## config.mk

```make
export PLATFORM = sky130hd
export DESIGN_NAME = io_pseudo_seq
export DESIGN_NICKNAME = d
export VERILOG_FILES = /design/src/rtl/io_seq_pkg.sv /design/src/rtl/io_addr_former.sv /design/src/rtl/io_seq_fsm.sv /design/src/rtl/io_bus_drive.sv /design/src/rtl/io_pseudo_seq.sv
export SDC_FILE = /design/constraint.sdc
export NUM_CORES = 1
export LEC_CHECK = 0
export BUFFER_PORTS_ARGS = -buffer_cell sky130_fd_sc_hd__buf_2
export CAP_MARGIN = 20
export CORE_MARGIN = 4
export CORE_UTILIZATION = 35
export DETAILED_ROUTE_END_ITERATION = 6
export GPL_TIMING_DRIVEN = 0
export PLACE_DENSITY = 0.62
export SLEW_MARGIN = 20
export SYNTH_ARGS = -nofsm -noshare
export SYNTH_HDL_FRONTEND = slang
export SYNTH_HIERARCHICAL = 1
export SYNTH_SLANG_ARGS = --single-unit
```

## constraint.sdc

```tcl
create_clock -name clk -period 3.4 [get_ports clk]
set_clock_uncertainty 0.2 [all_clocks]
set_input_delay 0.51 -clock clk [delete_from_list [all_inputs] [get_ports clk]]
set_output_delay 0.51 -clock clk [all_outputs]
set_load 0.05 [all_outputs]
```

## src/rtl/io_seq_pkg.sv

```systemverilog
package io_seq_pkg;
  localparam int BYTE_W = 8;
  localparam int ADDR_W = 4 * BYTE_W;
  localparam int MODE_W = 3;

  typedef enum logic [MODE_W-1:0] {
    MODE_ACC   = 3'd0,
    MODE_BCREG = 3'd1,
    MODE_SHORT = 3'd2,
    MODE_EXT24 = 3'd3,
    MODE_EXT32 = 3'd4,
    MODE_CHIP  = 3'd5,
    MODE_RSV6  = 3'd6,
    MODE_RSV7  = 3'd7
  } io_mode_e;

  typedef struct packed {
    logic [BYTE_W-1:0] k;
    logic [BYTE_W-1:0] l;
    logic [BYTE_W-1:0] m;
    logic [BYTE_W-1:0] n;
  } imm_bytes_t;
endpackage

```

## src/rtl/io_addr_former.sv

```systemverilog
module io_addr_former
  import io_seq_pkg::*;
(
  input  io_mode_e            mode,
  input  imm_bytes_t          imm,
  input  logic [BYTE_W-1:0]   acc,
  input  logic [ADDR_W-1:0]   bc,
  output logic [ADDR_W-1:0]   addr,
  output logic                is_chip
);
  localparam logic [BYTE_W-1:0] ZB = '0;

  always_comb begin
    is_chip = 1'b0;
    case (mode)
      MODE_ACC:   addr = {ZB, ZB, acc, imm.n};
      MODE_SHORT: addr = {ZB, ZB, imm.m, imm.n};
      MODE_EXT24: addr = {ZB, imm.l, imm.m, imm.n};
      MODE_EXT32: addr = {imm.k, imm.l, imm.m, imm.n};
      MODE_CHIP: begin
        addr    = {ZB, ZB, ZB, imm.n};
        is_chip = 1'b1;
      end
      default:    addr = bc;
    endcase
  end
endmodule

```

## src/rtl/io_seq_fsm.sv

```systemverilog
module io_seq_fsm #(
  parameter int EXT_CYCLES    = 3,
  parameter int PSEUDO_CYCLES = 2,
  localparam int MAXLEN = (EXT_CYCLES > PSEUDO_CYCLES) ? EXT_CYCLES : PSEUDO_CYCLES,
  localparam int CW     = $clog2(MAXLEN + 1)
) (
  input  logic          clk,
  input  logic          rst,
  input  logic          start,
  input  logic          chip_req,
  input  logic          wr_req,
  output logic          accept,
  output logic          busy_q,
  output logic          int_q,
  output logic          busy_d,
  output logic          int_d,
  output logic          wr_d,
  output logic [CW-1:0] cnt_d,
  output logic          last_d
);
  localparam logic [CW-1:0] EXT_LAST = CW'(EXT_CYCLES - 1);
  localparam logic [CW-1:0] INT_LAST = CW'(PSEUDO_CYCLES - 1);

  logic [CW-1:0] cnt_q;
  logic          wr_q;
  logic          last_q;

  assign accept = start && !busy_q;
  assign last_q = busy_q && (cnt_q == (int_q ? INT_LAST : EXT_LAST));

  always_comb begin
    busy_d = busy_q;
    cnt_d  = cnt_q;
    int_d  = int_q;
    wr_d   = wr_q;
    if (accept) begin
      busy_d = 1'b1;
      cnt_d  = '0;
      int_d  = chip_req;
      wr_d   = wr_req;
    end else if (last_q) begin
      busy_d = 1'b0;
    end else if (busy_q) begin
      cnt_d = cnt_q + 1'b1;
    end
  end

  assign last_d = busy_d && (cnt_d == (int_d ? INT_LAST : EXT_LAST));

  always_ff @(posedge clk) begin
    if (rst) begin
      busy_q <= 1'b0;
      cnt_q  <= '0;
      int_q  <= 1'b0;
      wr_q   <= 1'b0;
    end else begin
      busy_q <= busy_d;
      cnt_q  <= cnt_d;
      int_q  <= int_d;
      wr_q   <= wr_d;
    end
  end
endmodule

```

## src/rtl/io_bus_drive.sv

```systemverilog
module io_bus_drive
  import io_seq_pkg::*;
#(
  parameter int CW = 2
) (
  input  logic              clk,
  input  logic              rst,
  input  logic              accept,
  input  logic [ADDR_W-1:0] addr_in,
  input  logic [BYTE_W-1:0] idx_in,
  input  logic              busy_d,
  input  logic              int_d,
  input  logic              wr_d,
  input  logic [CW-1:0]     cnt_d,
  input  logic              last_d,
  output logic [ADDR_W-1:0] addr_o,
  output logic [BYTE_W-1:0] reg_idx_o,
  output logic              ioreq_n_o,
  output logic              rd_n_o,
  output logic              wr_n_o,
  output logic              reg_wr_o,
  output logic              reg_rd_o,
  output logic              done_o
);
  localparam logic [CW-1:0] STROBE_CNT = CW'(1);

  logic ext_act, int_strobe;
  assign ext_act    = busy_d && !int_d;
  assign int_strobe = busy_d && int_d && (cnt_d == STROBE_CNT);

  always_ff @(posedge clk) begin
    if (rst) begin
      addr_o    <= '0;
      reg_idx_o <= '0;
      ioreq_n_o <= 1'b1;
      rd_n_o    <= 1'b1;
      wr_n_o    <= 1'b1;
      reg_wr_o  <= 1'b0;
      reg_rd_o  <= 1'b0;
      done_o    <= 1'b0;
    end else begin
      if (accept) begin
        addr_o    <= addr_in;
        reg_idx_o <= idx_in;
      end
      ioreq_n_o <= !ext_act;
      rd_n_o    <= !(ext_act && !wr_d);
      wr_n_o    <= !(ext_act && wr_d);
      reg_wr_o  <= int_strobe && wr_d;
      reg_rd_o  <= int_strobe && !wr_d;
      done_o    <= last_d;
    end
  end
endmodule

```

## src/rtl/io_pseudo_seq.sv

```systemverilog
module io_pseudo_seq
  import io_seq_pkg::*;
#(
  parameter int EXT_CYCLES    = 3,
  parameter int PSEUDO_CYCLES = 2
) (
  input  logic              clk,
  input  logic              rst,
  input  logic              start_i,
  input  logic [MODE_W-1:0] mode_i,
  input  logic              is_write_i,
  input  logic [BYTE_W-1:0] imm_k_i,
  input  logic [BYTE_W-1:0] imm_l_i,
  input  logic [BYTE_W-1:0] imm_m_i,
  input  logic [BYTE_W-1:0] imm_n_i,
  input  logic [BYTE_W-1:0] acc_i,
  input  logic [ADDR_W-1:0] bc_i,
  output logic [ADDR_W-1:0] addr_o,
  output logic              ioreq_n_o,
  output logic              rd_n_o,
  output logic              wr_n_o,
  output logic              busy_o,
  output logic              done_o,
  output logic [BYTE_W-1:0] reg_idx_o,
  output logic              reg_wr_o,
  output logic              reg_rd_o
);
  localparam int MAXLEN = (EXT_CYCLES > PSEUDO_CYCLES) ? EXT_CYCLES : PSEUDO_CYCLES;
  localparam int CW     = $clog2(MAXLEN + 1);

  imm_bytes_t        imm;
  logic [ADDR_W-1:0] addr_next;
  logic              chip_req, accept, busy_q, int_q;
  logic              busy_d, int_d, wr_d, last_d;
  logic [CW-1:0]     cnt_d;

  assign imm = '{k: imm_k_i, l: imm_l_i, m: imm_m_i, n: imm_n_i};

  io_addr_former u_addr (
    .mode    (io_mode_e'(mode_i)),
    .imm     (imm),
    .acc     (acc_i),
    .bc      (bc_i),
    .addr    (addr_next),
    .is_chip (chip_req)
  );

  io_seq_fsm #(.EXT_CYCLES(EXT_CYCLES), .PSEUDO_CYCLES(PSEUDO_CYCLES)) u_fsm (
    .clk      (clk),
    .rst      (rst),
    .start    (start_i),
    .chip_req (chip_req),
    .wr_req   (is_write_i),
    .accept   (accept),
    .busy_q   (busy_q),
    .int_q    (int_q),
    .busy_d   (busy_d),
    .int_d    (int_d),
    .wr_d     (wr_d),
    .cnt_d    (cnt_d),
    .last_d   (last_d)
  );

  io_bus_drive #(.CW(CW)) u_drive (
    .clk       (clk),
    .rst       (rst),
    .accept    (accept),
    .addr_in   (addr_next),
    .idx_in    (imm_n_i),
    .busy_d    (busy_d),
    .int_d     (int_d),
    .wr_d      (wr_d),
    .cnt_d     (cnt_d),
    .last_d    (last_d),
    .addr_o    (addr_o),
    .reg_idx_o (reg_idx_o),
    .ioreq_n_o (ioreq_n_o),
    .rd_n_o    (rd_n_o),
    .wr_n_o    (wr_n_o),
    .reg_wr_o  (reg_wr_o),
    .reg_rd_o  (reg_rd_o),
    .done_o    (done_o)
  );

  assign busy_o = busy_q;
endmodule

```

Word level (Yosys, flattened, before mapping) --
Index checks and enable logic that the tools add are counted.
Storage, ports and cells: logic and storage cells 48, register bits after elaboration 51, input port bits 79, output and inout bits 47
Cells by class: add/subtract/negate cells 1, reductions and logical operators 17, equality and inequality tests 7, muxes and demuxes 11
Operators by type and width (number):
- 32-bit one-hot mux with 5 select lines | 1
- 1-bit logical AND | 10
- 2-bit 2-to-1 mux | 5
- 3-bit by 2-bit == test with 1-bit output, second input constant | 2
- 3-bit == test, second input constant | 2
- 1-bit zero test | 6
- 1-bit 2-to-1 mux | 5
- 2-bit == test | 2
- 3-bit zero test | 1
- 2-bit by 1-bit adder with 2-bit output, second input constant | 1
- 2-bit by 1-bit == test with 1-bit output, second input constant | 1

Logic depth before layout (Yosys ltp) --
depth in word-level cells 8, mapped depth 7, gate-level depth less buffers 5

Cells and area by module --
The synthesis kept the hierarchy.
By module, submodules not included:
- io_bus_drive | cells each 145, area each 1659.1 µm², times used 1, seq. area each 920.9 µm²
- io_addr_former | cells each 114, area each 824.5 µm², times used 1, seq. area each 0.0 µm²
- io_seq_fsm | cells each 32, area each 297.8 µm², times used 1, seq. area each 100.1 µm²

Worst setup path before layout --
Ideal clock, no wire load.
path type input to register, from input port mode_i[1], to register u_drive.rd_n_o, stages 7, slack 1.465 ns, buffers on the path 3, data required time 3.080 ns, data arrival time 1.615 ns, library setup time 0.120 ns, cell sequence buf_6 > buf_2 > buf_2 > nor3b_1 > mux2_4 > nor3b_2 > nand2b_1
Between the ends: longest elaborated chain between the ends 7
Ends and longest elaborated chain:
- start, declared | RTL line io_pseudo_seq.sv:10 | input logic [MODE_W-1:0] mode_i,
- 3-bit == test | RTL line io_addr_former.sv:15 | case (mode)
- 1-bit 2-to-1 mux | RTL line io_addr_former.sv:15
- named net chip_req | RTL line io_pseudo_seq.sv:33 | logic chip_req, accept, busy_q, int_q;
- 1-bit 2-to-1 mux | RTL line io_seq_fsm.sv:36 | if (accept) begin
- named net int_d | RTL line io_pseudo_seq.sv:34 | logic busy_d, int_d, wr_d, last_d;
- 1-bit zero test | RTL line io_bus_drive.sv:28 | assign ext_act = busy_d && !int_d;
- 1-bit logical AND | RTL line io_bus_drive.sv:28
- 1-bit logical AND | RTL line io_bus_drive.sv:47 | rd_n_o <= !(ext_act && !wr_d);
- 1-bit zero test | RTL line io_bus_drive.sv:47
- end signal, assigned | RTL line io_bus_drive.sv:47
- end, declared | RTL line io_bus_drive.sv:19 | output logic rd_n_o,
The timed path passes the listed nets, and every way through them passes these cells. A chain may end at the register's enable or synchronous reset.

Worst setup path in the final report --
from input port mode_i[2], to register u_drive.rd_n_o
Same word-level chain as after synthesis.

==> flow_summary.toml <==
[power]
p_comb_share_pct = 29.3
p_leak_nw = 1.75
p_int_w = 0.00105
power_density_nw_per_um2 = 418
p_clk_share_pct = 27.9
peakVddDrop_uv = 213
switching_power_w = 0.000480
sw_frac_of_total_pct = 31.4
power_frac_seq_pct = 42.8

[placed_design]
finalWeightedCongestion = 0.871
dp_hpwl_um = 6030
place_inst = 517
io_buffers = 124
placed_cell_area_um2 = 3530

[floorplanning]
die_h_um = 97.1
die-area_um2 = 9440
start_util_pct = 36.0
core-area_um2 = 7730
io_pins = 126
die_x_um = 97.1
rows = 32

[final_layout]
final_nets = 501
final_cell_count_no_fill = 525
layout-drive-gt1-share_pct = 41.4
design_area_um2 = 3650
diodes = 0
synthToLayoutAreaGrowth_pct = 31.1

[routing]
ant_nets = 0
routed_wl_um = 7570
remaining_drc_errors = 0
drt-initial-drc-count = 114
dr.pass1.iters = 5
viasPerCell = 4.96
dr_total_vias = 2602
wl_per_cell_um = 14.4

[sta]
final-max-slew-violation-count = 0
fin_crit_sh_pct = 59.7
rsz0062_at_grt = "no"
hold_viol = 0
maxSlewHeadroom_pct = 65.7
max_freq_ghz = 0.493
worst_pin_slew_ns = 0.514
period_needed_ns = 2.03
finalSetupViolations = 0
fin_tns_setup_ns = 0

[setup_path]
start_kind = "primary input"
cp_max_fo = 10
crit_chain = "buf_2 -> inv_1 -> clkbuf_1 -> nor3b_1 -> mux2_4 -> nor3b_2 -> nand2b_1"
rrSetupSlack_ns = 1.71
crit_slowest_cell = "clkbuf_1"
cp-end-kind = "flip-flop"
cpPeakStageDelay_ns = 0.38
required_ns = 3.39
critPathKind = "primary input to flip-flop"
arrival_ns = 2.02

[logic_synthesis]
synth_area_leaders = "dfxtp_1, mux2i_1, a22oi_1, mux2_2, nor2_1"
ys_warn_count = 6
yosys_most_used_dff = "dfxtp_1"
synth_top_area_cell = "dfxtp_1"
ys_top_cells_by_count = "dfxtp_1, mux2i_1, nor2_1, a22oi_1, o21ai_0"
syn_area_um2 = 2780
synth_edf_count = 0
async_reset_ff_share_pct = 0
synth.distinct_cells = 34
netlist.area_leader.share_pct = 36.7
ys_seq_area_share_pct = 36.7
postSynthCellCount = 291
synth.avg_cell_area_um2 = 9.56
ys_ff_latch = 51
synth_nets = 370
yosysMostFrequentCell = "dfxtp_1"

[clocking]
cts_tree = "done"
cts.sinks = 51
cts-root-buf = "clkbuf_8"
post-cts-setup-buffers = 0
cts_hold_buffers = 0
clk_pin_slew_ns = 0.09
cts_buffer_depth = 2
cts_max_level = 2
insertion_delay_ns = 0.30
cts_buffers = 5
ctsResizeCount = 0

[worst_hold_path]
min_path_type = "primary input to flip-flop"

[global_routing]
grt.overflow.total = 0
grt_pass1_wl_um = 12600
antenna_found_initial = 0
grt_pass1_vias = 2573
grt_max_degree = 16
track_usage_pct = 15.7

[status]
status = "completed"

[job]
maxCapViolations = 0
==> worst paths after layout <==
| check | startpoint | endpoint | cells after the start |
|---|---|---|---|
| setup / recovery | mode_i[2] | u_drive/rd_n_o | 7 |
| setup reg to reg | u_fsm/busy_q | u_drive/rd_n_o | 5 |
| hold reg to reg | u_drive/addr_o[13] | u_drive/addr_o[13] | 2 |
| hold / removal | rst | u_fsm/busy_q | 2 |
==> final cells by class <==
type                    instances  area [µm²]
flip-flops and latches         51        1020
inverters                       4        17.5
clock inverters                 2        35.0
fillers                       789        4080
well taps                     102         128
repair buffers                124         621
plain buffers                  22         176
multi-input cells             214        1570
clock buffers                   6        82.6
==> registers in the layout, indices dropped and copies added (netlist names) <==
name,cells
u_drive/reg_wr_o,1
u_fsm/busy_q,1
u_fsm/cnt_q,2
u_fsm/wr_q,1
u_fsm/int_q,1
u_drive/done_o,1
u_drive/reg_idx_o,8
u_drive/ioreq_n_o,1
u_drive/reg_rd_o,1
u_drive/rd_n_o,1
u_drive/addr_o,32
u_drive/wr_n_o,1
==> power by group through the flow <==
stage	sequential, W	combinational [W]	clock [W]
2_1_floorplan	0.000783	0.000203	0
3_3_place_gp	0.000666	0.000445	0
3_5_place_dp	0.000667	0.000448	0
4_1_cts	0.000653	0.000450	0.000446
5_1_grt	0.000659	0.000481	0.000466
6_report	0.000653	0.000447	0.000425
==> kinds of logic after synthesis <==
| group | Yosys count | synth area share (%) |
|---|---|---|
| AOI/OAI and AO/OA | 64 | 15.8 |
| buffers and inverters | 26 | 6.97 |
| DFF | 51 | 36.7 |
| muxes | 67 | 25.2 |
| and+or+nand+nor | 83 | 15.3 |
==> stage by stage <==
stage               setup slack, ns  hold slack [ns]  utilization, %  total power, W
floorplan                      1.47            0.326               -        0.000986
global placement               1.09            0.270            45.7         0.00111
detailed placement             1.03            0.277            45.7         0.00112
CTS                            1.37            0.177            47.2         0.00155
global route                   1.25            0.196            47.2         0.00161
finish                         1.37            0.193            47.2         0.00152
==> layout by cell type (no fill, tap or decap), types with 2 or more instances in the layout <==
master | Yosys | routed
o21ai_0 | 17 | 17
clkbuf_8 | 0 | 6
nand2_1 | 13 | 13
inv_1 | 3 | 3
clkbuf_1 | 5 | 5
nor2b_1 | 4 | 4
mux2i_1 | 49 | 49
buf_2 | 11 | 135
and2_1 | 2 | 2
nand2b_1 | 10 | 10
nand2b_4 | 2 | 2
nor2_1 | 43 | 43
buf_12 | 4 | 4
a21oi_1 | 2 | 2
o211ai_1 | 8 | 8
o22ai_1 | 8 | 8
buf_6 | 2 | 2
mux2_4 | 2 | 2
dfxtp_1 | 51 | 51
a22o_1 | 2 | 2
a22oi_1 | 24 | 24
mux2_2 | 16 | 16
==> worst max-delay path, delay by kind of cell <==
family,cells,cell delay (ns)
buf+inv,3,0.72
simple gates,3,0.47
mux,1,0.30
==> metal layers <==
metal	routed length [µm]	GRT usage, %
met3	648	4.09
met2	3540	26.1
met5	0	0
met1	3280	20.1
met4	97	4.43
(Power assumes the default switching activity.)
